==> config.mk <==
export PLATFORM = sky130hd
export DESIGN_NAME = bitop_unit
export DESIGN_NICKNAME = d
export VERILOG_FILES = /design/src/rtl/bitop_pkg.sv /design/src/rtl/bitop_decode.sv /design/src/rtl/bitop_mask.sv /design/src/rtl/bitop_select.sv /design/src/rtl/bitop_unit.sv
export SDC_FILE = /design/constraint.sdc
export NUM_CORES = 1
export LEC_CHECK = 0
export BUFFER_PORTS_ARGS = -buffer_cell sky130_fd_sc_hd__buf_2
export CAP_MARGIN = 0
export CORE_ASPECT_RATIO = 0.9
export CORE_MARGIN = 5
export CORE_UTILIZATION = 42
export DETAILED_ROUTE_END_ITERATION = 8
export PLACE_DENSITY_LB_ADDON = 0.1
export SYNTH_ARGS = -nofsm -noshare
export SYNTH_HDL_FRONTEND = slang
export SYNTH_HIERARCHICAL = 1
export SYNTH_SLANG_ARGS = --single-unit
==> constraint.sdc <==
create_clock -name clk_i -period 1.7 [get_ports clk_i]
set_input_delay 0.17 -clock clk_i [delete_from_list [all_inputs] [get_ports clk_i]]
set_output_delay 0.17 -clock clk_i [all_outputs]
set_load 0.01 [all_outputs]
==> src/rtl/bitop_pkg.sv <==
package bitop_pkg;
  localparam int unsigned DATA_W = 8;
  localparam int unsigned IDX_W  = $clog2(DATA_W);

  typedef enum logic [1:0] {
    CLS_NONE = 2'd0,
    CLS_BMOD = 2'd1,
    CLS_BBR  = 2'd2,
    CLS_TST  = 2'd3
  } op_cls_e;
endpackage

==> src/rtl/bitop_decode.sv <==
module bitop_decode
  import bitop_pkg::*;
#(
  parameter int unsigned OPC_W   = 8,
  parameter int unsigned IDX_W_P = 3,
  parameter int unsigned IDX_LSB = 4
) (
  input  logic [OPC_W-1:0]   opcode_i,
  output op_cls_e            cls_o,
  output logic               set_o,
  output logic [IDX_W_P-1:0] idx_o
);
  localparam logic [OPC_W-1:0] TST_MASK = OPC_W'(8'hE7);
  localparam logic [OPC_W-1:0] TST_BASE = OPC_W'(8'h04);

  always_comb begin
    cls_o = CLS_NONE;
    set_o = opcode_i[OPC_W-1];
    if (opcode_i[3:0] == 4'h7) begin
      cls_o = CLS_BMOD;
    end else if (opcode_i[3:0] == 4'hF) begin
      cls_o = CLS_BBR;
    end else if ((opcode_i & TST_MASK) == TST_BASE) begin
      cls_o = CLS_TST;
      set_o = ~opcode_i[4];   // 0x04/0x0C set, 0x14/0x1C reset
    end
  end

  assign idx_o = opcode_i[IDX_LSB +: IDX_W_P];
endmodule

==> src/rtl/bitop_mask.sv <==
module bitop_mask #(
  parameter int unsigned DATA_W = 8,
  parameter int unsigned IDX_W  = 3
) (
  input  logic [IDX_W-1:0]  idx_i,
  output logic [DATA_W-1:0] mask_o
);
  for (genvar g = 0; g < DATA_W; g++) begin : g_dec
    assign mask_o[g] = (idx_i == IDX_W'(g));
  end
endmodule

==> src/rtl/bitop_select.sv <==
module bitop_select #(
  parameter int unsigned DATA_W = 8,
  parameter int unsigned IDX_W  = 3
) (
  input  logic [DATA_W-1:0] data_i,
  input  logic              invert_i,
  input  logic [IDX_W-1:0]  idx_i,
  output logic              bit_o
);
  logic [DATA_W-1:0] cond_data;
  assign cond_data = data_i ^ {DATA_W{invert_i}};
  assign bit_o     = cond_data[idx_i];
endmodule

==> src/rtl/bitop_unit.sv <==
module bitop_unit
  import bitop_pkg::*;
#(
  parameter int unsigned OPC_W   = 8,
  parameter int unsigned IDX_LSB = 4
) (
  input  logic              clk_i,
  input  logic              rst_ni,
  input  logic              start_i,
  input  logic [OPC_W-1:0]  opcode_i,
  input  logic [DATA_W-1:0] operand_i,
  input  logic [DATA_W-1:0] acc_i,
  input  logic              flag_cond_i,
  output logic              done_o,
  output logic [DATA_W-1:0] wr_data_o,
  output logic              wr_en_o,
  output logic              branch_o,
  output logic              z_o,
  output logic              z_upd_o
);
  op_cls_e           cls;
  logic              set_op;
  logic [IDX_W-1:0]  idx;
  logic [DATA_W-1:0] onehot;
  logic [DATA_W-1:0] mod_mask;
  logic [DATA_W-1:0] new_byte;
  logic              test_bit;
  logic              z_res;
  logic              writes;

  bitop_decode #(.OPC_W(OPC_W), .IDX_W_P(IDX_W), .IDX_LSB(IDX_LSB)) u_dec (
    .opcode_i (opcode_i),
    .cls_o    (cls),
    .set_o    (set_op),
    .idx_o    (idx)
  );

  bitop_mask #(.DATA_W(DATA_W), .IDX_W(IDX_W)) u_mask (
    .idx_i  (idx),
    .mask_o (onehot)
  );

  // branch-on-clear tests the inverted operand
  bitop_select #(.DATA_W(DATA_W), .IDX_W(IDX_W)) u_sel (
    .data_i   (operand_i),
    .invert_i (~set_op),
    .idx_i    (idx),
    .bit_o    (test_bit)
  );

  // one OR/AND path for both set and clear, mask from decoder or accumulator
  assign mod_mask = (cls == CLS_TST) ? acc_i : onehot;
  assign new_byte = set_op ? (operand_i | mod_mask) : (operand_i & ~mod_mask);
  assign z_res    = ~|(acc_i & operand_i);
  assign writes   = (cls == CLS_BMOD) || (cls == CLS_TST);

  always_ff @(posedge clk_i or negedge rst_ni) begin
    if (!rst_ni) begin
      done_o    <= 1'b0;
      wr_data_o <= '0;
      wr_en_o   <= 1'b0;
      branch_o  <= 1'b0;
      z_o       <= 1'b0;
      z_upd_o   <= 1'b0;
    end else if (start_i) begin
      done_o   <= 1'b1;
      wr_en_o  <= writes;
      z_upd_o  <= (cls == CLS_TST);
      branch_o <= (cls == CLS_BBR) ? test_bit : flag_cond_i;
      if (writes)         wr_data_o <= new_byte;
      if (cls == CLS_TST) z_o       <= z_res;
    end else begin
      done_o  <= 1'b0;
      wr_en_o <= 1'b0;
      z_upd_o <= 1'b0;
    end
  end
endmodule

# ---- Word-level counts from Yosys, hierarchy flattened
# Index checks and enable logic that the tools add are counted.
dict set report totals {
  elab_cells 47
  reg_bits 13
  in_bits 28
  out_inout_bits 13
}
dict set report op_classes {
  order_cmp 1
  reduce_logical 6
  muxes 14
  eq_ne 13
  n_bitwise 7
}
# cell count
set ops {}
lappend ops {{AND 8 bit} 2}
lappend ops {{two-way mux 8 bit} 2}
lappend ops {{equality test 3 bit (second input constant)} 4}
lappend ops {{two-way mux 1 bit} 8}
lappend ops {{NOT 8 bit} 1}
lappend ops {{OR 8 bit} 1}
lappend ops {{OR reduction 8 bit} 1}
lappend ops {{XOR 8 bit} 1}
lappend ops {{equality test 3 x 2 -> 1 bit (second input constant)} 2}
lappend ops {{equality test 6 x 3 -> 1 bit (second input constant)} 1}
lappend ops {{two-way mux 2 bit} 3}
lappend ops {{equality test 2 bit (second input constant)} 2}
lappend ops {{equality test 4 x 3 -> 1 bit (second input constant)} 1}
lappend ops {{equality test 4 bit (second input constant)} 1}
lappend ops {{< comparator 3 x 4 -> 1 bit (second input constant)} 1}
lappend ops {{AND reduction 2 bit} 2}
lappend ops {{binary-select mux 1 bit (select 3 bit)} 1}
lappend ops {{equality test 3 x 1 -> 1 bit (second input constant)} 1}
lappend ops {{zero test 3 bit} 1}
lappend ops {{equality test 2 x 1 -> 1 bit (second input constant)} 1}
lappend ops {{NOT 1 bit} 2}
lappend ops {{zero test 1 bit} 1}
lappend ops {{logical OR 1 bit} 1}

# ---- Logic depth before layout (Yosys ltp)
# Gate-level depths: netlist (run 1).
dict set report depth {
  word_depth 9
  mapped_depth 7
  ltp_nobuf 6
}

# ---- Hierarchy
# Netlist (run 1), hierarchy kept.
# module seq_area_each_um2 cells_per_inst n_inst area_each_um2
set modules_own_cells {}
lappend modules_own_cells {bitop_unit 325.3 82 1 780.7}
lappend modules_own_cells {bitop_select 0.0 7 1 76.3}
lappend modules_own_cells {bitop_decode 0.0 10 1 73.8}
lappend modules_own_cells {bitop_mask 0.0 8 1 65.1}

# ---- Worst setup path after synthesis (run 1)
# OpenSTA, ideal clock, no wires.
dict set report synth_timing {
  kind {in2reg}
  startpoint {in opcode_i[0]}
  endpoint {reg wr_data_o[0]}
  t_arrival_ns 1.885
  slack_ns -0.311
  t_required_ns 1.574
  stages 6
  setup_ns 0.126
  n_path_buf 1
  path_cell_list {or4b_4 -> o32ai_1 -> buf_6 -> nand2_4 -> a21o_1 -> a221o_1}
}
dict set report synth_via {
  elab_chain_cells 9
  elab_cells_between_ends 18
  classes_between {eq/ne: 5; mux: 8; bitwise: 3; reduce/logical: 2}
}
# element line
set synth_lines {}
lappend synth_lines {{from (decl)} bitop_unit.sv:10} ;# input logic [OPC_W-1:0] opcode_i,
lappend synth_lines {{equality test 6 x 3 -> 1 bit} bitop_decode.sv:23} ;# end else if ((opcode_i & TST_MASK) == TST_BASE) begin
lappend synth_lines {{two-way mux 2 bit} bitop_decode.sv:23}
lappend synth_lines {{two-way mux 2 bit} bitop_decode.sv:21} ;# end else if (opcode_i[3:0] == 4'hF) begin
lappend synth_lines {{two-way mux 2 bit *} bitop_decode.sv:19} ;# if (opcode_i[3:0] == 4'h7) begin
lappend synth_lines {{via cls[0]} bitop_unit.sv:21} ;# op_cls_e cls;
lappend synth_lines {{equality test 2 bit} {bitop_unit.sv:52, bitop_unit.sv:55}}
lappend synth_lines {{two-way mux 8 bit} bitop_unit.sv:52} ;# assign mod_mask = (cls == CLS_TST) ? acc_i : onehot;
lappend synth_lines {{NOT 8 bit} bitop_unit.sv:53} ;# assign new_byte = set_op ? (operand_i | mod_mask) : (operand_i & ~mod_mask);
lappend synth_lines {{AND 8 bit} bitop_unit.sv:53}
lappend synth_lines {{two-way mux 8 bit} bitop_unit.sv:53}
lappend synth_lines {{to (signal assigned)} bitop_unit.sv:70} ;# if (writes) wr_data_o <= new_byte;
lappend synth_lines {{to (decl)} bitop_unit.sv:15} ;# output logic [DATA_W-1:0] wr_data_o,
# Mark *: on every way through the listed nets, which the timed path passes. The rest lies on a longest branch.
# A chain may end at the register's enable or synchronous reset.

# ---- Final worst setup path (run 1)
dict set report layout_timing {
  startpoint {in opcode_i[1]}
  endpoint {reg wr_data_o[2]}
}
# The elaborated chain is that of the path after synthesis.

==> results of run 1 <==
-- cell families after synthesis --
| family | Yosys count | share of synthesized area [%] |
|---|---|---|
| buf+inv | 14 | 8.92 |
| simple gates | 43 | 27.4 |
| flops | 13 | 32.7 |
| xor+xnor | 1 | 0.880 |
| mux | 6 | 7.29 |
| compound gates | 30 | 22.9 |
-- flip-flops by register name (all words and copies together), names as in the netlist --
| name | count |
|---|---|
| branch_o | 1 |
| done_o | 1 |
| wr_data_o | 8 |
| wr_en_o | 1 |
| z_o | 1 |
| z_upd_o | 1 |
-- report_power, final --
group | total, uW | internal, uW | switching, uW | leakage [uW]
logic | 297 | 150 | 148 | 0.000624
clock network | 200 | 91.1 | 109 | 0.0000150
registers | 387 | 360 | 27.2 | 0.000166
total | 884 | 601 | 283 | 0.000805
-- per-layer routing --
metal	vias to the layer above	track usage [%]	routed length (um)
li1	525	-	-
met1	530	24.9	1360
met2	32	32.3	1600
met3	4	4.64	144
met4	0	5.15	23
met5	-	0	0
-- repair_timing --
item,in CTS,in global routing
hold buffers,1,0
hold endpoints to repair,13,0
pin swaps,0,5
setup buffers,2,2
gates resized for setup,3,10
setup endpoints to repair,8,9
-- metrics by stage --
| step | cells | setup TNS [ps] |
|---|---|---|
| final | 192 | -95.3 |
| after global routing | 192 | -451 |
| after CTS | 190 | -287 |
| after detailed placement | 183 | -3230 |
| after global placement | 183 | -2770 |
| after floorplan | 107 | -1020 |
-- cell type report --
cell class              instances  area share (%)
multi-input cells              80            44.0
repair buffers                 63            28.4
flip-flops and latches         13            22.1
well taps                      27            2.30
clock buffers                   4            1.79
inverters                       5            1.28
-- worst paths after layout --
path                              start      endpoint  slack [ps]
min reg2reg                wr_data_o[3]  wr_data_o[3]         490
max reg2reg                wr_data_o[1]  wr_data_o[1]         850
max in group asynchronous        rst_ni       wr_en_o        1150
min                             start_i        done_o         160
min in group asynchronous        rst_ni           z_o         300
max                         opcode_i[1]  wr_data_o[2]         -30
-- worst max-delay path: cells and delay by family --
kind | cells | cell delay [ps]
and+or+nand+nor | 2 | 750
buffers and inverters | 3 | 350
AOI/OAI and AO/OA | 3 | 620
-- cells in the final DEF, fill, tap and decap left out, drive strengths merged --
master | Yosys | layout
or3 | 3 | 3
or4b | 1 | 1
nand4 | 1 | 1
nand2 | 6 | 6
mux2i | 5 | 5
inv | 5 | 5
clkbuf | 2 | 4
xnor2 | 1 | 1
a211oi | 5 | 5
nor3 | 1 | 1
nor2b | 1 | 1
nor2 | 1 | 1
buf | 7 | 62
a221o | 5 | 5
a21boi | 3 | 3
dfrtp | 13 | 13
o21ai | 4 | 4
o31ai | 1 | 1
o32ai | 2 | 2
dlygate4sd3 | 0 | 1
mux4 | 1 | 1
and3 | 10 | 10
nand3 | 13 | 13
a21o | 5 | 5
a21oi | 1 | 1
a22oi | 4 | 4
and3b | 3 | 3
nor3b | 3 | 3
==> impl_metrics.env, run 1 <==
export IMPL_fin_crit_ps=1730
export IMPL_antenna_found_initial=0
export IMPL_numPortBuffers=40
export IMPL_syn_num_nets=135
export IMPL_r2r_cells=1
export IMPL_cp_max_fo=6
export IMPL_num_fill_cells=179
export IMPL_hold_viol=0
export IMPL_die_area_um2=3450
export IMPL_drt_antenna_violating_nets=0
export IMPL_grt_pass1_wl_mm=5.18
export IMPL_path_cells="buf_6 > or4b_4 > o32ai_4 > buf_12 > buf_8 > and3_4 > a211oi_2 > a221o_1"
export IMPL_synth_seq_cells=13
export IMPL_grt_use_total_pct=19.5
export IMPL_numCtsBuffers=3
export IMPL_async_flop_share_pct=100
export IMPL_synthFlopType="dfrtp_1"
export IMPL_grt_overflow=0
export IMPL_path_clk_slew_ps=90
export IMPL_io_pins=41
export IMPL_drcViolationCount=0
export IMPL_wire_per_inst_um=16.3
export IMPL_status="complete, but fails checks"
export IMPL_whs_path_depth=1
export IMPL_dieWidth_um=61.3
export IMPL_slowest_delay_ps=580
export IMPL_synth_top_area_cell="dfrtp_1"
export IMPL_diodes=0
export IMPL_worst_pin_slew_ps=352
export IMPL_die_y_um=56.2
export IMPL_yosysUniqueCellTypes=33
export IMPL_dp_slack_ps=-372
export IMPL_setup_ws_ps=-28.8
export IMPL_critical_path_arrival_ps=1890
export IMPL_p_leak_uw=0.000805
export IMPL_path_class="in -> reg"
export IMPL_vias=1091
export IMPL_synthesis_instances=107
export IMPL_finalNetCount=194
export IMPL_placementRows=16
export IMPL_grt_start_max_net_pins=18
export IMPL_end_kind="register"
export IMPL_maxCapViolCount=0
export IMPL_place_gp_congestion=0.862
export IMPL_root_buffer="clkbuf_4"
export IMPL_peakVddDrop_mv=0.431
export IMPL_power_uw=884
export IMPL_slowest_stage="or4b_4"
export IMPL_fin_util_pct=66.1
export IMPL_timing_fmax_mhz=578
export IMPL_whs_ps=156
export IMPL_area_growth_pct=47.5
export IMPL_setup_viol_count_final=5
export IMPL_synth_area_leaders="dfrtp_1 (33%), nand3_1 (6.5%), and3_1 (5.7%), a221o_1 (5.0%), mux2i_1 (5.0%)"
export IMPL_core_area_um2=2220
export IMPL_mappedNetlistArea_um2=996
export IMPL_required_ps=1860
export IMPL_rsz0062_at_grt="yes"
export IMPL_failed_checks="negative setup slack"
export IMPL_syn_avg_cell_area_um2=9.31
export IMPL_start_kind="input pin"
export IMPL_cts_max_path_buffers=2
export IMPL_initial_core_util_pct=44.8
export IMPL_wirelength_mm=3.13
export IMPL_fin_crit_sh_pct=102
export IMPL_slew_violations=0
export IMPL_synth_edff_count=0
export IMPL_yosysWarnings=6
export IMPL_regArea_um2=325
export IMPL_tritoncts="yes"
export IMPL_final_area_um2=1470
export IMPL_layout_drive_gt1_share_pct=49.1
export IMPL_synth_seq_area_share_pct=32.7
export IMPL_p_per_area_nw_per_um2=602
export IMPL_multi_input_area_um2=647
export IMPL_placed_cell_area_um2=1350
export IMPL_dp_hpwl_mm=2.39
export IMPL_ys_top_cells_by_count="dfrtp_1 (13), nand3_1 (13), and3_1 (9)"
export IMPL_numClockSinks=13
export IMPL_fin_skew_ps=0
export IMPL_drt_pass1_iterations=4
export IMPL_slew_headroom_pct=76.3
export IMPL_synth_top_area_share_pct=32.7
export IMPL_h_tree_depth=1
export IMPL_viasPerCell=5.68
export IMPL_drt_iter0_markers=49
export IMPL_clk_latency_ps=280
export IMPL_grt_pass1_vias=1152
export IMPL_min_path_type="in -> reg"
Note: power is estimated with default switching activity, not from simulation.
==> run 2, diff against run 1 <==
--- a/config.mk
+++ b/config.mk
@@ -7,7 +7,7 @@
 export LEC_CHECK = 0
 export BUFFER_PORTS_ARGS = -buffer_cell sky130_fd_sc_hd__buf_2
 export CAP_MARGIN = 0
-export CORE_ASPECT_RATIO = 0.9
+export CORE_ASPECT_RATIO = 1.2
 export CORE_MARGIN = 5
 export CORE_UTILIZATION = 42
 export DETAILED_ROUTE_END_ITERATION = 8
==> run 2 against run 1 <==
Effect of this change:
- the flow now finishes without violations
- clock-buffer cell count unchanged
- clock power about the same
- maximum frequency increased by 2.8%
- wire length decreased by 8.7%
- sequential share of layout area increased by 0.70 points
- design area decreased by 3.1%
- critical path type unchanged
==> impl_metrics.env, run 2 (synthesis results as in run 1) <==
export IMPL_status="completed"
export IMPL_numClockSinks=13
export IMPL_clk_latency_ps=280
export IMPL_hold_viol=0
export IMPL_grt_pass1_vias=1057
export IMPL_grt_use_met1_pct=24.2
export IMPL_use_met3_pct=3.77
export IMPL_fin_skew_ps=0
export IMPL_layout_drive_gt1_share_pct=45.3
export IMPL_die_y_um=63.3
export IMPL_min_path_type="in -> reg"
export IMPL_core_area_um2=2280
export IMPL_fin_crit_sh_pct=98.9
export IMPL_critical_path_arrival_ps=1850
export IMPL_rsz0062_at_grt="yes"
export IMPL_timing_fmax_mhz=595
export IMPL_path_clk_slew_ps=90
export IMPL_placementRows=19
export IMPL_drt_antenna_violating_nets=0
export IMPL_wirelength_mm=2.85
export IMPL_worst_pin_slew_ps=320
export IMPL_start_kind="input pin"
export IMPL_largest_reg_flops=8
export IMPL_min_to="done_o"
export IMPL_p_per_area_nw_per_um2=611
export IMPL_cp_max_fo=20
export IMPL_slew_headroom_pct=78.6
export IMPL_path_class="in -> reg"
export IMPL_whs_path_depth=1
export IMPL_fin_util_pct=62.4
export IMPL_max_flop_register="wr_data_o"
export IMPL_p_leak_uw=0.000757
export IMPL_antenna_found_initial=0
export IMPL_h_tree_depth=1
export IMPL_setup_viol_count_final=0
export IMPL_maxCapViolCount=0
export IMPL_viasPerCell=5.51
export IMPL_final_common_cell="buf_2"
export IMPL_whs_ps=157
export IMPL_worstHoldStart="start_i"
export IMPL_grt_overflow=0
export IMPL_place_gp_congestion=0.851
export IMPL_vias=1046
export IMPL_die_area_um2=3450
export IMPL_slew_violations=0
export IMPL_r2r_end="wr_data_o[1]"
export IMPL_area_growth_pct=43.0
export IMPL_met2_usage_pct=28.4
export IMPL_required_ps=1870
export IMPL_io_pins=41
export IMPL_finalNetCount=188
export IMPL_cts_max_path_buffers=2
export IMPL_drt_iter0_markers=27
export IMPL_grt_start_max_net_pins=21
export IMPL_grt_use_total_pct=18.6
export IMPL_tritoncts="yes"
export IMPL_wire_per_inst_um=15.0
export IMPL_numPortBuffers=40
export IMPL_peakVddDrop_mv=0.367
export IMPL_initial_core_util_pct=43.6
export IMPL_drt_pass1_iterations=4
export IMPL_final_cell_mix="buf_2 (38), nand3_1 (13), dfrtp_1 (13), buf_4 (13), and3_1 (9)"
export IMPL_numCtsBuffers=3
export IMPL_root_buffer="clkbuf_4"
export IMPL_diodes=0
export IMPL_drcViolationCount=0
export IMPL_dp_hpwl_mm=2.18
export IMPL_busiest_layer="met2"
export IMPL_end_kind="register"
export IMPL_grt_pass1_wl_mm=4.79
export IMPL_dieWidth_um=54.5
export IMPL_r2r_start="wr_data_o[1]"
export IMPL_r2r_cells=1
export IMPL_fin_crit_ps=1680
export IMPL_rrSetupSlack_ps=890
[run 2: cell count changes in the layout (fill, tap and decap cells not counted), sizes merged]
cell,delta
buf,-6
[run 2: how the worst max path moves through the flow]
stage          slack [ps]           end        start  depth (start not counted)
6_report               20  wr_data_o[7]  opcode_i[0]                          7
5_1_grt                -9  wr_data_o[7]  opcode_i[0]                          7
4_1_cts                20  wr_data_o[7]  opcode_i[0]                          7
3_5_place_dp         -320  wr_data_o[1]  opcode_i[0]                          7
3_3_place_gp         -270  wr_data_o[1]  opcode_i[0]                          7
2_1_floorplan        -150  wr_data_o[0]  opcode_i[0]                          6
[run 2: final cells by class]
cell class              count  area [um^2]
well taps                  31         38.8
repair buffers             57          372
inverters                   5         18.8
flip-flops and latches     13          325
multi-input cells          80          643
clock buffers               4         26.3
fillers                   218          858
[run 2: worst max-delay path, cell delays in order]
cell and delay [ps]:
buf_6 90, or4b_4 570, o32ai_4 260, buf_12 200, nand2_8 80, a21o_1 180, a221o_1 310
[run 2: repair_timing]
item                                    4_1_cts  5_1_grt
setup buffers                                 0        0
endpoints found under the hold margin        13        0
resized for setup                             1        6
pin swaps                                     1        1
hold buffers                                  1        0
endpoints found under the setup margin        1        7
[run 2: per-layer routing]
| metal | vias up | share of wire [%] | wire (um) |
|---|---|---|---|
| met5 | - | 0 | 0 |
| met4 | 0 | 1.6 | 45 |
| met3 | 4 | 7.6 | 217 |
| met2 | 38 | 47 | 1350 |
| met1 | 484 | 43 | 1240 |
| li1 | 520 | - | - |
[run 2: where the power goes]
part           internal [uW]  total (uW)  switching (uW)
combinational            143         285             141
clock                   91.1         202             111
sequential               359         383            23.6
total                    594         869             275
[run 2: through the flow]
stage	cells	TNS (ps)	area [um^2]	total power (uW)	setup slack (ps)
2_1_floorplan	107	-1020	1040	541	-153
3_3_place_gp	185	-2210	1350	663	-272
3_5_place_dp	185	-2440	1350	669	-315
4_1_cts	190	0	1390	873	15.3
5_1_grt	190	-18.4	1420	930	-8.73
6_report	190	0	1420	869	18.8
==> run 3, diff against run 2 <==
--- a/config.mk
+++ b/config.mk
@@ -7,7 +7,7 @@
 export LEC_CHECK = 0
 export BUFFER_PORTS_ARGS = -buffer_cell sky130_fd_sc_hd__buf_2
 export CAP_MARGIN = 0
-export CORE_ASPECT_RATIO = 1.2
+export CORE_ASPECT_RATIO = 1.5
 export CORE_MARGIN = 5
 export CORE_UTILIZATION = 42
 export DETAILED_ROUTE_END_ITERATION = 8
==> run 3 against run 2 <==
Effect of this change:
- the flow now finishes with violations (design-rule violations, negative setup slack)
- sequential share of layout area grew 0.31 points
- combinational power barely moved
- hold slack lost 2.1 ps
- first-iteration DRC count up 67%
- design area decreased by 1.3%
- via count about the same
- clock power decreased by 6%
- die area rose by 0.46%
- clock-buffer cell count did not move
- critical endpoint is now wr_data_o[2]
- largest cell class unchanged
==> impl_metrics.env, run 3 (synthesis results as in run 1) <==
export IMPL_status="complete, but fails checks"
export IMPL_failed_checks="design-rule violations, negative setup slack"
export IMPL_slew_violations=0
export IMPL_die_y_um=69.6
export IMPL_multi_input_area_um2=634
export IMPL_largest_reg_flops=8
export IMPL_grt_pass1_wl_mm=4.88
export IMPL_numCtsBuffers=3
export IMPL_min_path_type="in -> reg"
export IMPL_required_ps=1860
export IMPL_cts_max_path_buffers=2
export IMPL_initial_core_util_pct=44.1
export IMPL_grt_pass1_vias=1080
export IMPL_slew_headroom_pct=78.2
export IMPL_numClockSinks=13
export IMPL_die_area_um2=3470
export IMPL_vias=1045
export IMPL_final_common_cell="buf_2"
export IMPL_final_area_um2=1410
export IMPL_clk_latency_ps=270
export IMPL_slowest_stage="or4b_4"
export IMPL_timing_fmax_mhz=580
export IMPL_regArea_um2=325
export IMPL_drt_iter0_markers=45
export IMPL_peakVddDrop_mv=0.226
export IMPL_power_uw=863
export IMPL_wirelength_mm=2.84
export IMPL_rsz0062_at_grt="yes"
export IMPL_diodes=0
export IMPL_start_kind="input pin"
export IMPL_slowest_delay_ps=570
export IMPL_path_clk_slew_ps=80
export IMPL_dp_slack_ps=-311
export IMPL_maxCapViolCount=0
export IMPL_place_gp_congestion=0.871
export IMPL_dp_hpwl_mm=2.20
export IMPL_fin_crit_ps=1720
export IMPL_dieWidth_um=49.8
export IMPL_num_fill_cells=208
export IMPL_numPortBuffers=40
export IMPL_layout_drive_gt1_share_pct=44.3
export IMPL_h_tree_depth=1
export IMPL_tritoncts="yes"
export IMPL_worst_pin_slew_ps=325
export IMPL_root_buffer="clkbuf_4"
export IMPL_p_leak_uw=0.000753
export IMPL_viasPerCell=5.77
export IMPL_fin_skew_ps=0
export IMPL_drcViolationCount=2
export IMPL_placementRows=21
export IMPL_grt_overflow=0
export IMPL_drt_pass1_iterations=6
export IMPL_end_kind="register"
export IMPL_path_class="in -> reg"
export IMPL_cp_max_fo=11
export IMPL_setup_ws_ps=-24.6
export IMPL_final_cell_mix="buf_2 (39), nand3_1 (13), dfrtp_1 (13)"
export IMPL_grt_start_max_net_pins=23
export IMPL_core_area_um2=2260
export IMPL_io_pins=41
export IMPL_critical_path_arrival_ps=1880
export IMPL_antenna_found_initial=0
export IMPL_max_flop_register="wr_data_o"
export IMPL_p_per_area_nw_per_um2=614
export IMPL_setup_viol_count_final=5
export IMPL_placed_cell_area_um2=1320
export IMPL_finalNetCount=187
export IMPL_hold_viol=0
export IMPL_drt_antenna_violating_nets=0
export IMPL_grt_use_total_pct=16.9
export IMPL_whs_ps=155
export IMPL_path_cells="buf_6 > or4b_4 > o32ai_4 > buf_4 > clkbuf_16 > nand2_4 > a221o_1"
export IMPL_area_growth_pct=41.1
export IMPL_fin_crit_sh_pct=101
export IMPL_wire_per_inst_um=15.7
-- run 3: changes by cell type in the layout (fill, tap and decap cells not counted) --
cell | before | now
buf_4 | 13 | 12
buf_6 | 3 | 1
and3_2 | 1 | 2
clkbuf_16 | 0 | 1
a211oi_1 | 2 | 4
a211oi_2 | 3 | 1
buf_2 | 38 | 39
and3_1 | 9 | 8
-- run 3: per-stage QoR --
step	cells	setup TNS (ps)	util, %
final	181	-55.1	62.2
after global routing	181	-470	62.2
after CTS	179	0	60.7
after detailed placement	174	-2560	58.2
after global placement	174	-2190	58.2
after floorplan	107	-1020	-
-- run 3: final cells by class --
| class | count | area share (%) |
|---|---|---|
| clock buffer | 4 | 1.87 |
| inverter | 5 | 1.34 |
| multi-input combinational | 80 | 45.1 |
| sequential | 13 | 23.2 |
| tap | 23 | 2.05 |
| timing repair buffer | 56 | 26.4 |
-- run 3: report_power, final --
part	internal, uW	switching (uW)
combinational	145	142
clock	90.9	98.2
sequential	360	26.8
-- run 3: worst max-delay path, delay by kind of cell --
| kind | cells | cell delay, ps |
|---|---|---|
| simple gates | 2 | 650 |
| buf+inv | 3 | 410 |
| compound gates | 2 | 650 |
-- run 3: metal layers --
layer | GRT usage, % | share of wire, %
met1 | 22.2 | 41
met3 | 1.51 | 7.6
met2 | 27.3 | 49
met5 | 0 | 0
met4 | 7.29 | 2.1
-- run 3: worst paths after layout --
check,slack (ps),depth (start not counted),start,to
worst min register to register,490,2,wr_data_o[5],wr_data_o[5]
worst min-delay path,160,1,start_i,done_o
min in group asynchronous,300,2,rst_ni,z_upd_o
worst max register to register,870,1,wr_data_o[2],wr_data_o[2]
worst max-delay path,-20,7,opcode_i[0],wr_data_o[2]
max in group asynchronous,1180,2,rst_ni,wr_en_o
-- run 3: repair_timing --
| action | 4_1_cts | 5_1_grt |
|---|---|---|
| endpoints found under the hold margin | 13 | 0 |
| resized for setup | 3 | 1 |
| pin swaps | 1 | 0 |
| gates cloned | 0 | 1 |
| buffers inserted | 0 | 1 |
| setup endpoints to repair | 5 | 8 |
| hold buffers | 1 | 0 |
